`src/rtl/bundle_dispatch_pkg.sv`:
```
package bundle_dispatch_pkg;
    localparam int SLOT_W   = 41;
    localparam int TMPL_W   = 5;
    localparam int NSLOT    = 3;
    localparam int OPC_W    = 4;
    localparam int UNIT_W   = 3;
    localparam int IDX_W    = $clog2(NSLOT + 1);
    localparam int BUNDLE_W = TMPL_W + NSLOT * SLOT_W;
    localparam int OP_W     = 2 * SLOT_W;

    typedef enum logic [2:0] {
        K_M = 3'd0,
        K_I = 3'd1,
        K_F = 3'd2,
        K_B = 3'd3,
        K_L = 3'd4,
        K_X = 3'd5
    } slot_kind_e;

    localparam logic [UNIT_W-1:0] UNIT_M = 3'd0;
    localparam logic [UNIT_W-1:0] UNIT_I = 3'd1;
    localparam logic [UNIT_W-1:0] UNIT_F = 3'd2;
    localparam logic [UNIT_W-1:0] UNIT_B = 3'd3;

    localparam logic [OPC_W-1:0] OPC_BRANCH_MIN = 4'h8;

    typedef struct packed {
        logic                busy;
        logic [IDX_W-1:0]    idx;
        logic [BUNDLE_W-1:0] bundle;
        logic                fault;
    } seq_state_t;
endpackage

```
`src/rtl/bd_tmpl_rom.sv`:
```
module bd_tmpl_rom
    import bundle_dispatch_pkg::*;
(
    input  logic [TMPL_W-1:0]            tmpl_i,
    output logic                         legal_o,
    output slot_kind_e [NSLOT-1:0]       kind_o,
    output logic [NSLOT-1:0]             stop_o
);
    always_comb begin
        legal_o = 1'b0;
        kind_o  = {NSLOT{K_M}};
        stop_o  = '0;
        case (tmpl_i)
            5'h00: begin
                legal_o   = 1'b1;
                kind_o[0] = K_M;
                kind_o[1] = K_I;
                kind_o[2] = K_I;
            end
            5'h01: begin
                legal_o   = 1'b1;
                kind_o[0] = K_M;
                kind_o[1] = K_I;
                kind_o[2] = K_I;
                stop_o[2] = 1'b1;
            end
            5'h04: begin
                legal_o   = 1'b1;
                kind_o[0] = K_M;
                kind_o[1] = K_L;
                kind_o[2] = K_X;
            end
            5'h10: begin
                legal_o   = 1'b1;
                kind_o[0] = K_M;
                kind_o[1] = K_I;
                kind_o[2] = K_B;
            end
            5'h16: begin
                legal_o   = 1'b1;
                kind_o[0] = K_B;
                kind_o[1] = K_B;
                kind_o[2] = K_B;
            end
            default: begin
                legal_o = 1'b0;
            end
        endcase
    end
endmodule

```
`src/rtl/bd_slot_pick.sv`:
```
module bd_slot_pick
    import bundle_dispatch_pkg::*;
(
    input  logic [BUNDLE_W-1:0]          bundle_i,
    input  logic [IDX_W-1:0]             idx_i,
    input  slot_kind_e [NSLOT-1:0]       kind_i,
    input  logic [NSLOT-1:0]             stop_i,
    output logic [UNIT_W-1:0]            unit_o,
    output logic                         ext_o,
    output logic                         stop_o,
    output logic                         last_o,
    output logic [IDX_W-1:0]             nxt_idx_o,
    output logic [OP_W-1:0]              bits_o
);
    logic [SLOT_W-1:0] slot_w [NSLOT];

    for (genvar k = 0; k < NSLOT; k++) begin : g_split
        assign slot_w[k] = bundle_i[TMPL_W + k*SLOT_W +: SLOT_W];
    end

    function automatic logic [UNIT_W-1:0] kind_to_unit(input slot_kind_e kd);
        case (kd)
            K_M:     return UNIT_M;
            K_I:     return UNIT_I;
            K_F:     return UNIT_F;
            K_B:     return UNIT_B;
            default: return UNIT_I;
        endcase
    endfunction

    always_comb begin
        unit_o    = UNIT_M;
        ext_o     = 1'b0;
        stop_o    = 1'b0;
        last_o    = 1'b1;
        nxt_idx_o = '0;
        bits_o    = '0;
        for (int k = 0; k < NSLOT; k++) begin
            if (idx_i == IDX_W'(k)) begin
                automatic int  xk   = (k + 1 < NSLOT) ? k + 1 : k;
                automatic logic pair = (kind_i[k] == K_L) && (k + 1 < NSLOT)
                                       && (kind_i[xk] == K_X);
                if (pair) begin
                    ext_o     = 1'b1;
                    bits_o    = {slot_w[xk], slot_w[k]};
                    unit_o    = (slot_w[xk][SLOT_W-1 -: OPC_W] >= OPC_BRANCH_MIN)
                                ? UNIT_B : UNIT_I;
                    stop_o    = stop_i[xk];
                    last_o    = (k + 2 >= NSLOT);
                    nxt_idx_o = IDX_W'(k + 2);
                end else begin
                    bits_o    = {{SLOT_W{1'b0}}, slot_w[k]};
                    unit_o    = kind_to_unit(kind_i[k]);
                    stop_o    = stop_i[k];
                    last_o    = (k + 1 >= NSLOT);
                    nxt_idx_o = IDX_W'(k + 1);
                end
            end
        end
    end
endmodule

```
`src/rtl/bd_seq.sv`:
```
module bd_seq
    import bundle_dispatch_pkg::*;
(
    input  logic                clk,
    input  logic                rst_n,
    input  logic                in_valid_i,
    input  logic [BUNDLE_W-1:0] in_bundle_i,
    input  logic                in_legal_i,
    input  logic                iss_ready_i,
    input  logic                cur_last_i,
    input  logic [IDX_W-1:0]    cur_nxt_idx_i,
    output logic                in_ready_o,
    output logic                busy_o,
    output logic [IDX_W-1:0]    idx_o,
    output logic [BUNDLE_W-1:0] bundle_o,
    output logic                fault_o
);
    seq_state_t st_d, st_q;
    logic fire_w, done_w, take_w;

    always_comb begin
        st_d       = st_q;
        st_d.fault = 1'b0;
        fire_w     = st_q.busy && iss_ready_i;
        done_w     = fire_w && cur_last_i;
        in_ready_o = !st_q.busy || done_w;
        take_w     = in_valid_i && in_ready_o;
        if (fire_w) begin
            st_d.idx = cur_nxt_idx_i;
        end
        if (done_w) begin
            st_d.busy = 1'b0;
        end
        if (take_w) begin
            st_d.idx    = '0;
            st_d.bundle = in_bundle_i;
            st_d.busy   = in_legal_i;
            st_d.fault  = !in_legal_i;
        end
    end

    always_ff @(posedge clk) begin
        if (!rst_n) begin
            st_q <= '0;
        end else begin
            st_q <= st_d;
        end
    end

    assign busy_o   = st_q.busy;
    assign idx_o    = st_q.idx;
    assign bundle_o = st_q.bundle;
    assign fault_o  = st_q.fault;

    AST_FAULT_NEEDS_ACCEPT: assert property (@(posedge clk) disable iff (!rst_n)
        fault_o |-> $past(in_valid_i && in_ready_o)) else $error("fault w/o accept");
    AST_FAULT_ISSUES_NOTHING: assert property (@(posedge clk) disable iff (!rst_n)
        fault_o |-> !busy_o) else $error("fault with issue");
    AST_IDX_IN_RANGE: assert property (@(posedge clk) disable iff (!rst_n)
        busy_o |-> (idx_o < IDX_W'(NSLOT))) else $error("slot index range");
endmodule

```
`src/rtl/bundle_dispatch.sv`:
```
module bundle_dispatch
    import bundle_dispatch_pkg::*;
(
    input  logic                clk,
    input  logic                rst_n,
    input  logic                in_valid,
    output logic                in_ready,
    input  logic [127:0]        in_bundle,
    output logic                iss_valid,
    input  logic                iss_ready,
    output logic [2:0]          iss_unit,
    output logic [1:0]          iss_slot,
    output logic                iss_stop,
    output logic                iss_ext,
    output logic [81:0]         iss_bits,
    output logic                ill_op
);
    logic                   in_legal_w, cur_legal_w;
    slot_kind_e [NSLOT-1:0] in_kind_w, cur_kind_w;
    logic [NSLOT-1:0]       in_stop_w, cur_stop_w;
    logic                   busy_w, last_w;
    logic [IDX_W-1:0]       idx_w, nxt_idx_w;
    logic [BUNDLE_W-1:0]    bundle_w;

    bd_tmpl_rom u_in_rom (
        .tmpl_i  (in_bundle[TMPL_W-1:0]),
        .legal_o (in_legal_w),
        .kind_o  (in_kind_w),
        .stop_o  (in_stop_w)
    );

    bd_tmpl_rom u_cur_rom (
        .tmpl_i  (bundle_w[TMPL_W-1:0]),
        .legal_o (cur_legal_w),
        .kind_o  (cur_kind_w),
        .stop_o  (cur_stop_w)
    );

    bd_seq u_seq (
        .clk           (clk),
        .rst_n         (rst_n),
        .in_valid_i    (in_valid),
        .in_bundle_i   (in_bundle),
        .in_legal_i    (in_legal_w),
        .iss_ready_i   (iss_ready),
        .cur_last_i    (last_w),
        .cur_nxt_idx_i (nxt_idx_w),
        .in_ready_o    (in_ready),
        .busy_o        (busy_w),
        .idx_o         (idx_w),
        .bundle_o      (bundle_w),
        .fault_o       (ill_op)
    );

    bd_slot_pick u_pick (
        .bundle_i  (bundle_w),
        .idx_i     (idx_w),
        .kind_i    (cur_kind_w),
        .stop_i    (cur_stop_w),
        .unit_o    (iss_unit),
        .ext_o     (iss_ext),
        .stop_o    (iss_stop),
        .last_o    (last_w),
        .nxt_idx_o (nxt_idx_w),
        .bits_o    (iss_bits)
    );

    assign iss_valid = busy_w;
    assign iss_slot  = idx_w;

    AST_STORED_TMPL_LEGAL: assert property (@(posedge clk) disable iff (!rst_n)
        iss_valid |-> cur_legal_w) else $error("reserved template issued");
    AST_HOLD_ON_STALL: assert property (@(posedge clk) disable iff (!rst_n)
        (iss_valid && !iss_ready) |=> (iss_valid && $stable(iss_bits) && $stable(iss_unit)
            && $stable(iss_slot) && $stable(iss_stop) && $stable(iss_ext)))
        else $error("stall not held");
    AST_SLOT_ORDER: assert property (@(posedge clk) disable iff (!rst_n)
        (iss_valid && iss_ready && !last_w && !iss_ext) |=>
            (iss_valid && iss_slot == $past(iss_slot) + 2'd1)) else $error("slot order");
    AST_EXT_PAIR_SHAPE: assert property (@(posedge clk) disable iff (!rst_n)
        (iss_valid && iss_ext) |-> (iss_slot == 2'd1 && (iss_unit == UNIT_I || iss_unit == UNIT_B)))
        else $error("extended op shape");
    AST_PLAIN_UPPER_ZERO: assert property (@(posedge clk) disable iff (!rst_n)
        (iss_valid && !iss_ext) |-> (iss_bits[OP_W-1:SLOT_W] == '0))
        else $error("plain op upper bits");
    AST_NO_MIDBUNDLE_TAKE: assert property (@(posedge clk) disable iff (!rst_n)
        (iss_valid && !iss_ready) |-> !in_ready) else $error("accept mid-bundle");
endmodule

```
`config.mk`:
```
export PLATFORM = sky130hd
export DESIGN_NAME = bundle_dispatch
export DESIGN_NICKNAME = d
export VERILOG_FILES = /design/src/rtl/bundle_dispatch_pkg.sv /design/src/rtl/bd_tmpl_rom.sv /design/src/rtl/bd_slot_pick.sv /design/src/rtl/bd_seq.sv /design/src/rtl/bundle_dispatch.sv
export SDC_FILE = /design/constraint.sdc
export NUM_CORES = 1
export LEC_CHECK = 0
export BUFFER_PORTS_ARGS = -buffer_cell sky130_fd_sc_hd__buf_2
export CAP_MARGIN = 10
export CORE_ASPECT_RATIO = 0.9
export CORE_UTILIZATION = 50
export DETAILED_ROUTE_END_ITERATION = 10
export PLACE_DENSITY_LB_ADDON = 0.12
export SLEW_MARGIN = 20
export SYNTH_ARGS = -nofsm -noshare
export SYNTH_HDL_FRONTEND = slang
export SYNTH_HIERARCHICAL = 1
export SYNTH_SLANG_ARGS = --single-unit
```
`constraint.sdc`:
```
create_clock -name clk -period 4.45 [get_ports clk]
set_input_delay 0.445 -clock clk [delete_from_list [all_inputs] [get_ports clk]]
set_output_delay 0.445 -clock clk [all_outputs]
set_load 0.01 [all_outputs]
```
==> run metrics <==
grt ovf 0; commonest non-fill, non-tap cell in the layout buf_2; Reg-to-Reg Start u_seq/bundle_o[1]; root buffer cell clkbuf_16; max layer used met5; worst-path fanout max 42; Final Net Count between 800 and 900; Ant. Diodes 0; minimum clock period approximately 3600 ps; largest net degree at the start of global routing ~110; Post-Place Cells 879; max-cap violations 0; die width between 100 and 150 µm; RSZ-0062 raised after global routing no; clock buffer count from CTS 17; r2r worst-path depth 10; FF-to-FF setup slack between 1000 and 1500 ps; fin crit share 81.65%; status complete, but fails checks; synthesis-to-layout area growth 25.64%; Vias roughly 5,100; DP HPWL between 9000 and 10,000 µm; endpoints failing hold 0; die height roughly 110 µm; routed wl met3 around 1400 µm; area of the core ~11,000 µm²; Worst-Skew Late Latency roughly 400 ps; GRT Util Overall between 20% and 30%; combinational power share under 10%; Slowest-stage cell, CP nor4b_2; # hold bufs at CTS 0; Clock transition at path regs around 60 ps; Die ar. about 12,000 µm²; reg-to-reg endpoint u_seq/idx_o[1]; drt wl/cell ~18 µm; GP Congestion 0.8107; failing checks slew limit; syn avg cell area ~11 µm²; slowest stage delay, CP a little over 600 ps; setup TNS 0 ps; H-tree Lvls 4; Max Fclk 0.2752 GHz; worst rel slew slack -194.4%; cts repair resizes 0; vias in the first global route 5,043; layout cells sized above 1 a little over a third; commonest cells after routing, fill and taps aside 222 x buf_2, 168 x a22o_1, 130 x dfxtp_1; via/cell ratio ~5.6; Clk pwr share between 40% and 50%; crit path cell chain or2_4, nor4b_2, nand2b_4, nor4_4, and2_4, buf_4, a22o_1, buf_2; I/O pin count between 200 and 250; final hold slack 255.0 ps; crit path DAT ~3200 ps; wire length on met2 7524 µm; crit start category register; WL met1 7164 µm; clock sinks 132; Final ANT Viol Nets 0; fill count just under 1,000; Clock Path Buffers 2; Starting Density between 50% and 60%; CTS tree done; first-pass GRT wire length ~25,000 µm; power per cell area 414.1 nW/µm²; Min-Delay Path Class primary input to register; sequential power share a little over two fifths; fin area ~7400 µm²; P_sw 0.7111 mW; post-CTS setup buffer count 0; # port buffers 222; Sw Share 23.13%; WHS Endpoint u_seq/bundle_o[125]; Setup Skew around 9.7 ps; cell area after synthesis between 5000 and 6000 µm²; row count 37; initial antenna violation count 1; DR DRC count 0; DRT iter0 DRCs slightly above 400; maximum VDD drop between 0.2 and 0.3 mV; Hold Startpoint in_bundle[125]; hold path cells 2; Pleak around 3.3 nW; internal cell power roughly 2.4 mW; Routed WL 16,240 µm; Placed Area just under 7000 µm²; First-pass DRT Iterations 5; Worst EP required roughly 4000 ps; # setup viols final 0; Non-Filler Instances roughly 910; Worst setup EP type primary output; WS Path Type register to primary output; Yosys Warn Count 6; Slew Viols, Final 42; Synth Instances ~560; Slew @ Worst Pin roughly 4400 ps
## power groups by stage
stage	Sequential [mW]	Clock [mW]	Combinational, mW
5_1_grt	1.33	1.54	0.323
2_1_floorplan	1.32	0	0.200
6_report	1.32	1.46	0.297
4_1_cts	1.32	1.49	0.294
3_5_place_dp	1.34	0	0.292
3_3_place_gp	1.34	0	0.285
## sequential cells by signal (all words and copies together) (netlist names)
name,count
u_seq/bundle_o,128
u_seq/idx_o,2
u_seq/busy_o,1
u_seq/fault_o,1
## layer usage
layer | track usage, % | vias to the layer above
met1 | 33.51 | 2455
li1 | - | 2474
met2 | 42.73 | 202
met3 | 8.701 | 12
met4 | 7.324 | 2
met5 | 0 | -
## cell type report
| class | count | area (µm²) | area share [%] |
|---|---|---|---|
| multi-input cells | 359 | 2744 | 36.96 |
| flip-flops and latches | 132 | 2648 | 35.66 |
| repair buffers | 229 | 1201 | 16.18 |
| clock buffers | 19 | 442.9 | 5.966 |
| well taps | 156 | 195.2 | 2.629 |
| clock inverters | 13 | 182.7 | 2.460 |
| inverters | 3 | 11.26 | 0.1517 |
## worst max-delay path: cells and delay by family, from the launching register on
| family | cells | cell delay [ps] |
|---|---|---|
| AND/OR/NAND/NOR | 5 | 1560 |
| buffers and inverters | 2 | 600 |
| flip-flops | 1 | 350 |
| AO/OA/AOI/OAI | 1 | 260 |
## stage by stage
step | power (mW) | utilization [%] | worst slack, ps
2_1_floorplan | 1.524 | - | 1539
3_3_place_gp | 1.621 | 59.22 | 1277
3_5_place_dp | 1.632 | 59.22 | 1217
4_1_cts | 3.101 | 64.67 | 833.2
5_1_grt | 3.195 | 64.67 | 611.7
6_report | 3.075 | 64.67 | 816.5
## worst max path at each step
stage	from	endpoint	depth (start not counted)
after floorplan	u_seq/bundle_o[0]	u_seq/bundle_o[4]	13
after global placement	u_seq/bundle_o[0]	iss_bits[71]	8
after detailed placement	u_seq/bundle_o[0]	u_seq/bundle_o[101]	10
after CTS	u_seq/bundle_o[0]	iss_bits[72]	8
after global routing	u_seq/bundle_o[0]	iss_bits[51]	8
final	u_seq/bundle_o[0]	iss_bits[72]	8
Power figures use the tool's default switching activity.
